`config.mk`:
```
export PLATFORM = sky130hd
export DESIGN_NAME = irq_level_router
export DESIGN_NICKNAME = d
export VERILOG_FILES = /design/src/rtl/irq_route_pkg.sv /design/src/rtl/irq_shared_stage.sv /design/src/rtl/irq_cpu_slice.sv /design/src/rtl/irq_level_router.sv
export SDC_FILE = /design/constraint.sdc
export NUM_CORES = 1
export LEC_CHECK = 0
export ABC_AREA = 1
export BUFFER_PORTS_ARGS = -buffer_cell sky130_fd_sc_hd__buf_2
export CORE_MARGIN = 2
export CORE_UTILIZATION = 35
export CTS_CLUSTER_SIZE = 10
export DETAILED_ROUTE_END_ITERATION = 12
export PLACE_DENSITY_LB_ADDON = 0.05
export SYNTH_ARGS = -nofsm -noshare
export SYNTH_HDL_FRONTEND = slang
export SYNTH_HIERARCHICAL = 1
export SYNTH_SLANG_ARGS = --single-unit
```
`constraint.sdc`:
```
create_clock -name clk -period 4.16 [get_ports clk]
set_clock_uncertainty 0.1 [all_clocks]
set_input_delay 0.832 -clock clk [delete_from_list [all_inputs] [get_ports clk]]
set_output_delay 0.832 -clock clk [all_outputs]
set_load 0.02 [all_outputs]
```
`src/rtl/irq_route_pkg.sv`:
```
package irq_route_pkg;
  localparam int SRC_N   = 32;
  localparam int LVL_W   = 4;
  localparam int LINE_N  = 15;
  localparam int SOFT_LO = 17;
  localparam logic [SRC_N-1:0] SOFT_FIELD = 32'hFFFE_0000;

  typedef logic [LVL_W-1:0]  lvl_t;
  typedef logic [LINE_N-1:0] line_t;

  typedef enum logic [1:0] {
    SEL_SOFT   = 2'd0,
    SEL_MASK   = 2'd1,
    SEL_TARGET = 2'd2,
    SEL_NONE   = 2'd3
  } wsel_e;

  // default source-to-level table: source i gets level i mod 16
  function automatic logic [SRC_N*LVL_W-1:0] build_src_map();
    logic [SRC_N*LVL_W-1:0] m;
    m = '0;
    for (int i = 0; i < SRC_N; i++) m[i*LVL_W +: LVL_W] = lvl_t'(i % 16);
    return m;
  endfunction

  function automatic lvl_t src_level(input logic [SRC_N*LVL_W-1:0] map, input int idx);
    return map[idx*LVL_W +: LVL_W];
  endfunction

  // sources with a nonzero level are the only ones allowed to pend
  function automatic logic [SRC_N-1:0] live_sources(input logic [SRC_N*LVL_W-1:0] map);
    logic [SRC_N-1:0] r;
    for (int i = 0; i < SRC_N; i++) r[i] = (src_level(map, i) != '0);
    return r;
  endfunction

  function automatic lvl_t shared_max(input logic [SRC_N-1:0] pend,
                                      input logic [SRC_N*LVL_W-1:0] map);
    lvl_t best;
    best = '0;
    for (int i = 0; i < SRC_N; i++)
      if (pend[i] && (src_level(map, i) > best)) best = src_level(map, i);
    return best;
  endfunction

  // bit j (17..31) requests level j-16; ascending scan keeps the highest
  function automatic lvl_t soft_max(input logic [SRC_N-1:0] word);
    lvl_t best;
    best = '0;
    for (int j = SOFT_LO; j < SRC_N; j++)
      if (word[j]) best = lvl_t'(j - 16);
    return best;
  endfunction

  function automatic lvl_t lvl_max(input lvl_t a, input lvl_t b);
    return (a > b) ? a : b;
  endfunction

  function automatic line_t level_to_line(input lvl_t l);
    line_t r;
    r = '0;
    if (l != '0) r[int'(l) - 1] = 1'b1;
    return r;
  endfunction

  function automatic logic [SRC_N-1:0] apply_strobes(input logic [SRC_N-1:0] cur,
                                                     input logic [SRC_N-1:0] set_bits,
                                                     input logic [SRC_N-1:0] clr_bits);
    return (cur & ~clr_bits) | set_bits;
  endfunction
endpackage

```
`src/rtl/irq_shared_stage.sv`:
```
module irq_shared_stage
  import irq_route_pkg::*;
#(
  parameter int NUM_CPU = 16,
  parameter int CPU_W   = 4,
  parameter logic [SRC_N*LVL_W-1:0] SRC_MAP = build_src_map()
) (
  input  logic             clk,
  input  logic             rst_n,
  input  logic [SRC_N-1:0] src_in,
  input  logic             wr_valid,
  input  wsel_e            wr_sel,
  input  logic [SRC_N-1:0] wr_set,
  input  logic [SRC_N-1:0] wr_clr,
  output logic [SRC_N-1:0] src_pend,
  output logic [SRC_N-1:0] dis_word,
  output logic [CPU_W-1:0] target_sel,
  output logic             shared_kill,
  output lvl_t             shared_lvl
);
  localparam logic [SRC_N-1:0] LIVE = live_sources(SRC_MAP);

  logic mask_wr, target_wr;
  logic [CPU_W-1:0] target_val;

  assign mask_wr    = wr_valid && (wr_sel == SEL_MASK);
  assign target_val = wr_set[CPU_W-1:0];
  assign target_wr  = wr_valid && (wr_sel == SEL_TARGET) && (int'(target_val) < NUM_CPU);

  always_ff @(posedge clk or negedge rst_n) begin
    if (!rst_n) begin
      src_pend   <= '0;
      dis_word   <= '0;
      target_sel <= '0;
    end else begin
      src_pend <= src_in & LIVE;
      if (mask_wr)   dis_word   <= apply_strobes(dis_word, wr_set, wr_clr);
      if (target_wr) target_sel <= target_val;
    end
  end

  assign shared_kill = dis_word[SRC_N-1];
  assign shared_lvl  = shared_kill ? '0 : shared_max(src_pend & ~dis_word, SRC_MAP);
endmodule

```
`src/rtl/irq_cpu_slice.sv`:
```
module irq_cpu_slice
  import irq_route_pkg::*;
#(
  parameter int TIMER_BIT = 30
) (
  input  logic             clk,
  input  logic             rst_n,
  input  logic             timer_in,
  input  logic             wr_hit,
  input  logic [SRC_N-1:0] wr_set,
  input  logic [SRC_N-1:0] wr_clr,
  input  logic             is_target,
  input  lvl_t             shared_lvl,
  output logic [SRC_N-1:0] priv_word,
  output lvl_t             priv_lvl,
  output lvl_t             want_lvl,
  output lvl_t             cur_lvl,
  output logic             drop_phase,
  output line_t            line
);
  logic timer_q, timer_rise, timer_fall;
  logic [SRC_N-1:0] priv_nxt;
  lvl_t cur_nxt;

  assign timer_rise = timer_in & ~timer_q;
  assign timer_fall = ~timer_in & timer_q;

  always_comb begin
    priv_nxt = priv_word;
    if (wr_hit) priv_nxt = apply_strobes(priv_word, wr_set, wr_clr) & SOFT_FIELD;
    if (timer_rise)      priv_nxt[TIMER_BIT] = 1'b1;
    else if (timer_fall) priv_nxt[TIMER_BIT] = 1'b0;
  end

  assign priv_lvl   = soft_max(priv_word);
  assign want_lvl   = lvl_max(priv_lvl, is_target ? shared_lvl : lvl_t'(0));
  // moving between two nonzero levels passes through zero for one cycle
  assign drop_phase = (cur_lvl != '0) && (want_lvl != '0) && (want_lvl != cur_lvl);
  assign cur_nxt    = drop_phase ? '0 : want_lvl;

  always_ff @(posedge clk or negedge rst_n) begin
    if (!rst_n) begin
      timer_q   <= 1'b0;
      priv_word <= '0;
      cur_lvl   <= '0;
    end else begin
      timer_q   <= timer_in;
      priv_word <= priv_nxt;
      cur_lvl   <= cur_nxt;
    end
  end

  assign line = level_to_line(cur_lvl);
endmodule

```
`src/rtl/irq_level_router.sv`:
```
module irq_level_router
  import irq_route_pkg::*;
#(
  parameter int NUM_CPU   = 16,
  parameter int TIMER_BIT = 30,
  parameter logic [SRC_N*LVL_W-1:0] SRC_MAP = build_src_map(),
  localparam int CPU_W    = (NUM_CPU > 1) ? $clog2(NUM_CPU) : 1
) (
  input  logic                           clk,
  input  logic                           rst_n,
  input  logic [SRC_N-1:0]               src_in,
  input  logic [NUM_CPU-1:0]             timer_in,
  input  logic                           wr_valid,
  input  logic [1:0]                     wr_reg,
  input  logic [CPU_W-1:0]               wr_cpu,
  input  logic [SRC_N-1:0]               wr_set,
  input  logic [SRC_N-1:0]               wr_clr,
  output logic [NUM_CPU-1:0][LINE_N-1:0] lvl_line
);
  wsel_e wr_sel;
  assign wr_sel = wsel_e'(wr_reg);

  logic [SRC_N-1:0] src_pend, dis_word;
  logic [CPU_W-1:0] target_sel;
  logic             shared_kill;
  lvl_t             shared_lvl;

  irq_shared_stage #(
    .NUM_CPU(NUM_CPU), .CPU_W(CPU_W), .SRC_MAP(SRC_MAP)
  ) u_shared (
    .clk(clk), .rst_n(rst_n), .src_in(src_in),
    .wr_valid(wr_valid), .wr_sel(wr_sel), .wr_set(wr_set), .wr_clr(wr_clr),
    .src_pend(src_pend), .dis_word(dis_word), .target_sel(target_sel),
    .shared_kill(shared_kill), .shared_lvl(shared_lvl)
  );

  logic [NUM_CPU-1:0][SRC_N-1:0] cpu_priv_word;
  logic [NUM_CPU-1:0][LVL_W-1:0] cpu_priv_lvl, cpu_want, cpu_cur;
  logic [NUM_CPU-1:0]            cpu_drop, cpu_hit, cpu_is_tgt;

  for (genvar c = 0; c < NUM_CPU; c++) begin : g_cpu
    assign cpu_hit[c]    = wr_valid && (wr_sel == SEL_SOFT) && (wr_cpu == CPU_W'(c));
    assign cpu_is_tgt[c] = (target_sel == CPU_W'(c));

    irq_cpu_slice #(.TIMER_BIT(TIMER_BIT)) u_slice (
      .clk(clk), .rst_n(rst_n), .timer_in(timer_in[c]),
      .wr_hit(cpu_hit[c]), .wr_set(wr_set), .wr_clr(wr_clr),
      .is_target(cpu_is_tgt[c]), .shared_lvl(shared_lvl),
      .priv_word(cpu_priv_word[c]), .priv_lvl(cpu_priv_lvl[c]),
      .want_lvl(cpu_want[c]), .cur_lvl(cpu_cur[c]),
      .drop_phase(cpu_drop[c]), .line(lvl_line[c])
    );
  end
endmodule

```
# After elaboration in Yosys (flattened, before gate mapping)
# Index checks and enable logic that the tools add are counted.
[totals] in_bits=121 register_bits=386 out_inout_bits=240 elab_cells=874
[classes] n_reduce_logical=148 n_bitwise=101 addsub=16 n_eq_ne=48 muxes=416 n_lt_le_gt_ge=78
[op_table] cell="$mux W4" count=207
[op_table] cell="$and A32 B32 Y32" count=18
[op_table] cell="$or A32 B32 Y32" count=17
[op_table] cell="$ge A32 B1 Y1 const B" count=16
[op_table] cell="$lt A32 B6 Y1 const B" count=16
[op_table] cell="$mux W31" count=16
[op_table] cell="$mux W15" count=16
[op_table] cell="$mux W3" count=64
[op_table] cell="$reduce_bool A4 Y1" count=32
[op_table] cell="$logic_and A1 B1 Y1" count=97
[op_table] cell="$sub A4 B1 Y5 const B" count=16
[op_table] cell="$mux W1" count=65
[op_table] cell="$demux W1 S4" count=16
[op_table] cell="$eq A4 B4 Y1 const B" count=16
[op_table] cell="$gt A4 B4 Y1" count=16
[op_table] cell="$gt A4 B4 Y1 const A" count=16
[op_table] cell="$mux W2" count=32
[op_table] cell="$ne A4 B4 Y1" count=16
[op_table] cell="$not A32 Y32" count=2
[op_table] cell="$reduce_bool A3 Y1" count=16
[op_table] cell="$and A1 B1 Y1" count=32
[op_table] cell="$eq A4 B3 Y1 const B" count=8
[op_table] cell="$gt A3 B4 Y1 const A" count=8
[op_table] cell="$not A1 Y1" count=32
[op_table] cell="other kinds (8)" count=17

# Longest topological paths before layout
[depth] depth_word=101 depth_mapped=50 ltp_nobuf=50

# Cells and area by module
# Netlist, hierarchy kept.
[modules_own_cells] mod="irq_cpu_slice at g_cpu[0].u_slice ..." area_per_inst_um2=1531.5 cells_each=218 n_inst=13
[modules_own_cells] mod="irq_shared_stage" area_per_inst_um2=3071.7 cells_each=342 n_inst=1
[modules_own_cells] mod="irq_cpu_slice at g_cpu[7].u_slice ..." area_per_inst_um2=1472.7 cells_each=209 n_inst=2
[modules_own_cells] mod="irq_cpu_slice at g_cpu[9].u_slice" area_per_inst_um2=1456.4 cells_each=211 n_inst=1
[modules_own_cells] mod="irq_level_router" area_per_inst_um2=299.0 cells_each=77 n_inst=1

# Worst setup path after synthesis
# Ideal clock, no wire load.
[synth_timing] path_type="register to register" startpoint="register u_shared.src_pend[9]" endpoint="register g_cpu[0].u_slice.cur_lvl[0]" n_path_buf=0 path_stages_with_launch=35 arrival_time_ns=4.377 path_slack_ns=-0.394 setup_time_ns=0.077 period_less_slack_ns=4.554 path_cell_list="dfrtp_1 -> nand2_2 -> nand2_2 -> nor2_4 -> nand2_4 -> nor2_4 -> and3_1 -> nor2_1 -> a21boi_2 -> o31ai_1 -> nand2_1 -> nand2_2 -> nand2_2 -> inv_2 -> o211ai_2 -> nand2_1 -> nand2_1 -> nand2_2 -> nand3_1 -> nor3_1 -> o21ai_0 -> nand2_1 -> ha_1 -> nand2_1 -> clkinv_1 -> o21ai_1 -> nand2_1 -> nand2_4 -> nand2_1 -> o21ai_4 -> xor2_1 -> nand3_1 -> a21oi_2 -> nand3_2 -> a21oi_1"
[synth_via] elab_chain_len=77 elab_cells_between_ends=78 cone_classes="order compare (23); eq/ne (1); mux (27); bitwise (1); reduce/logical (26)"
[synth_lines] item="start: declaration" line_no="irq_shared_stage.sv:15" text="output logic [SRC_N-1:0] src_pend,"
[synth_lines] item="start signal: assignment" line_no="irq_shared_stage.sv:36" text="src_pend <= src_in & LIVE;"
[synth_lines] item="$and A32 B32 Y32 *" line_no="irq_shared_stage.sv:43" text="assign shared_lvl = shared_kill ? '0 : shared_max(src_pend & ~dis_word, SRC_MAP);"
[synth_lines] item="$logic_and A1 B1 Y1 *" line_no="irq_route_pkg.sv:42" text="if (pend[i] && (src_level(map, i) > best)) best = src_level(map, i);"
[synth_lines] item="$mux W4 *" line_no="irq_route_pkg.sv:42"
[synth_lines] item="$gt A4 B4 Y1" line_no="irq_route_pkg.sv:42"
[synth_lines] item="$logic_and A1 B1 Y1" line_no="irq_route_pkg.sv:42"
[synth_lines] item="$mux W4 *" line_no="irq_route_pkg.sv:42"
[synth_lines] item="$gt A4 B4 Y1" line_no="irq_route_pkg.sv:42"
[synth_lines] item="$logic_and A1 B1 Y1" line_no="irq_route_pkg.sv:42"
[synth_lines] item="[62 not listed]"
[synth_lines] item="via shared_lvl[3]" line_no="irq_level_router.sv:26" text="lvl_t shared_lvl;"
[synth_lines] item="$mux W4 *" line_no="irq_cpu_slice.sv:36" text="assign want_lvl = lvl_max(priv_lvl, is_target ? shared_lvl : lvl_t'(0));"
[synth_lines] item="$gt A4 B4 Y1" line_no="irq_route_pkg.sv:56" text="return (a > b) ? a : b;"
[synth_lines] item="$mux W4 *" line_no="irq_route_pkg.sv:56"
[synth_lines] item="$reduce_bool A4 Y1" line_no="irq_cpu_slice.sv:38" text="assign drop_phase = (cur_lvl != '0) && (want_lvl != '0) && (want_lvl != cur_lvl);"
[synth_lines] item="$logic_and A1 B1 Y1 (2 in series)" line_no="irq_cpu_slice.sv:38"
[synth_lines] item="$mux W4 *" line_no="irq_cpu_slice.sv:39" text="assign cur_nxt = drop_phase ? '0 : want_lvl;"
[synth_lines] item="via g_cpu[0].u_slice.cur_nxt[0]" line_no="irq_cpu_slice.sv:23" text="lvl_t cur_nxt;"
[synth_lines] item="end signal: assignment" line_no="irq_cpu_slice.sv:49" text="cur_lvl <= cur_nxt;"
[synth_lines] item="end: declaration" line_no="irq_cpu_slice.sv:17" text="output lvl_t cur_lvl,"
# The timed path passes the listed nets; every way through them passes the cells marked *.
# A chain may end at the register's enable or synchronous reset.

# Final worst setup path
[layout_timing] startpoint="register u_shared.dis_word[5]" endpoint="register g_cpu[0].u_slice.cur_lvl[1]"
[layout_via] elab_chain_len=90 elab_cells_between_ends=91 cone_classes="order compare (27); eq/ne (1); mux (31); bitwise (2); reduce/logical (30)"
[layout_lines] item="start: declaration" line_no="irq_shared_stage.sv:16" text="output logic [SRC_N-1:0] dis_word,"
[layout_lines] item="start signal: assignment" line_no="irq_shared_stage.sv:37" text="if (mask_wr) dis_word <= apply_strobes(dis_word, wr_set, wr_clr);"
[layout_lines] item="$not A32 Y32 *" line_no="irq_shared_stage.sv:43"
[layout_lines] item="$and A32 B32 Y32 *" line_no="irq_shared_stage.sv:43"
[layout_lines] item="$logic_and A1 B1 Y1 *" line_no="irq_route_pkg.sv:42"
[layout_lines] item="$mux W4 *" line_no="irq_route_pkg.sv:42"
[layout_lines] item="$gt A3 B4 Y1" line_no="irq_route_pkg.sv:42"
[layout_lines] item="$logic_and A1 B1 Y1" line_no="irq_route_pkg.sv:42"
[layout_lines] item="$mux W4 *" line_no="irq_route_pkg.sv:42"
[layout_lines] item="$gt A3 B4 Y1" line_no="irq_route_pkg.sv:42"
[layout_lines] item="[75 not listed]"
[layout_lines] item="via shared_lvl[1]" line_no="irq_level_router.sv:26"
[layout_lines] item="$mux W4 *" line_no="irq_cpu_slice.sv:36"
[layout_lines] item="$gt A4 B4 Y1" line_no="irq_route_pkg.sv:56"
[layout_lines] item="$mux W4 *" line_no="irq_route_pkg.sv:56"
[layout_lines] item="$reduce_bool A4 Y1" line_no="irq_cpu_slice.sv:38"
[layout_lines] item="$logic_and A1 B1 Y1 (2 in series)" line_no="irq_cpu_slice.sv:38"
[layout_lines] item="$mux W4 *" line_no="irq_cpu_slice.sv:39"
[layout_lines] item="via g_cpu[0].u_slice.cur_nxt[1]" line_no="irq_cpu_slice.sv:23"
# Marks and branches as above.

==> results_dict.tcl <==
set metrics [dict create \
    crit_fanout 8 \
    leakage_nw 16.3 \
    io_pins 361 \
    drv_cap 0 \
    drtPass1Iterations 6 \
    grt.total_usage 0.208 \
    nets 4225 \
    setup_tns_ps -29670 \
    cts_htree_levels 2 \
    antenna_found_initial 8 \
    grt_pass1_wl_um 124000 \
    syn_inst 3544 \
    drt_iter0_markers 1607 \
    start_util 0.354 \
    overflow 0 \
    grt_max_degree 118 \
    vias 24631 \
    cpMostUsedCell "nand2_2" \
    antenna_left 0 \
    setup_slack_ps -555 \
    relSlewSlack 0.409 \
    remaining_drc_errors 0 \
    end_kind "flip-flop" \
    vias_per_cell 4.90 \
    hold_viol 0 \
    start_kind "flip-flop" \
    path_clk_slew_ps 60 \
    cts_max_path_buffers 3 \
    p_per_area_mw_per_mm2 507 \
    fin_crit_ps 4720 \
    postSynthAreaPerCell_sq_um 7.14 \
    slew_viol_final 0 \
    die_area_sq_mm 0.0744 \
    clkLatencyLatePin_ps 600 \
    core_sq_mm 0.0715 \
    period_share 1.13 \
    io_buffers 355 \
    tightest_slew_ps 883 \
    globalplace.congestion 0.796 \
    crit_type "reg2reg" \
    cp.arrival_ps 5130 \
    die_y_um 273 \
    critPathMaxStageDelay_ps 360 \
    synth_warnings 6 \
    fillCellCount 7285 \
    numCtsBuffers 50 \
    synthesis.nets 3729 \
    wl_um 81400 \
    min_path_type "in2reg" \
    cts.sinks 384 \
    post-dp-hpwl_um 52600 \
    grt_setup_unrepaired "yes" \
    max_freq_ghz 0.212 \
    setup_violations 64 \
    root_buffer "clkbuf_16" \
    ir_worst_vdd_uv 356 \
    power_mw 16.4 \
    grt_pass1_vias 22781 \
    crit_slowest_cell "dfrtp_1" \
    area_growth_pct 27.6 \
    die_w_um 273 \
    wl_per_cell_um 16.2 \
    drive_gt1_frac 0.263 \
    violations "setup timing" \
    cts_tree "done" \
    status "finished with violations" \
    crit_required_ps 4580 \
    syn_area_sq_mm 0.0253 \
    num_rows 98 \
]
-- power breakdown --
group / internal, mW / switching, mW
registers: 4.56 / 1.12
logic: 2.24 / 4.07
clock network: 2.68 / 1.69
total: 9.48 / 6.88
-- per-layer routing --
metal	vias up	routed length, um	track usage
met3	106	4430	0.0379
met2	527	37200	0.343
met1	11517	37600	0.283
li1	12469	-	-
met5	-	80	0
met4	12	2060	0.0477
-- critical path, delay by kind of cell (launching register included) --
kind | cells | cell delay [ps]
AOI/OAI and AO/OA | 7 | 890
xor gates and xnor gates | 1 | 170
adders and majority gates | 1 | 290
buffers and inverters | 6 | 530
DFF | 1 | 360
and+or+nand+nor | 27 | 2260
-- repair_timing --
| item | in CTS | in global routing |
|---|---|---|
| gates cloned | 0 | 3 |
| setup buffers | 0 | 35 |
| resized for setup | 9 | 239 |
| hold endpoints to repair | 14 | 0 |
| pin swaps | 0 | 75 |
| setup endpoints to repair | 64 | 64 |
| hold buffers | 1 | 0 |
-- cell usage in the layout (no fill, tap or decap), types with 35 or more instances in the layout --
| cell type | instances |
|---|---|
| a21oi_1 | 65 |
| a21oi_2 | 73 |
| buf_2 | 354 |
| buf_4 | 182 |
| clkbuf_16 | 56 |
| dfrtp_1 | 384 |
| ha_1 | 42 |
| inv_1 | 554 |
| inv_2 | 74 |
| nand2_1 | 599 |
| nand2_2 | 91 |
| nand2_4 | 44 |
| nand3_1 | 156 |
| nand4_1 | 121 |
| nor2_1 | 452 |
| nor3_1 | 59 |
| o21ai_0 | 430 |
| o21ai_1 | 35 |
-- registers in the layout, indices dropped and copies added, names as in the netlist --
name,flops
u_shared/target_sel,4
g_cpu.u_slice/timer_q,16
g_cpu.u_slice/priv_word,240
u_shared/src_pend,30
u_shared/dis_word,30
g_cpu.u_slice/cur_lvl,64
-- worst paths after layout --
| check | start | cells after the start | slack [ps] | end |
|---|---|---|---|---|
| worst max-delay path | u_shared/dis_word[5] | 42 | -560 | g_cpu[0].u_slice/cur_lvl[1] |
| worst min-delay path | src_in[5] | 1 | 250 | u_shared/src_pend[5] |
| worst max register to register | u_shared/dis_word[5] | 42 | -560 | g_cpu[0].u_slice/cur_lvl[1] |
| max in group asynchronous | rst_n | 3 | 2480 | g_cpu[10].u_slice/priv_word[23] |
| min in group asynchronous | rst_n | 2 | 570 | g_cpu[5].u_slice/cur_lvl[3] |
| worst min register to register | g_cpu[1].u_slice/timer_q | 1 | 340 | g_cpu[1].u_slice/priv_word[30] |
-- area by class of cell --
type                       instances  area [sq um]  area share
clock inverter                     9           120     0.00372
inverter                         639          2400      0.0743
timing repair buffer             557          3530       0.109
antenna                            3          7.51    0.000233
clock buffer                      78          1530      0.0474
multi-input combinational       2408         13900       0.430
tap                              950          1190      0.0368
sequential                       384          9610       0.298
-- per-stage QoR --
step                 util  hold WS (ps)  cells  instance area [sq um]  setup WS (ps)
floorplan               -           324   3544                  25300           2.27
global placement    0.408           333   4899                  29100           -469
detailed placement  0.408           338   4899                  29100           -467
CTS                 0.431           213   4987                  30800           -463
global route        0.452           218   5025                  32300           -928
finish              0.452           251   5028                  32300           -555
(Power assumes the default switching activity.)
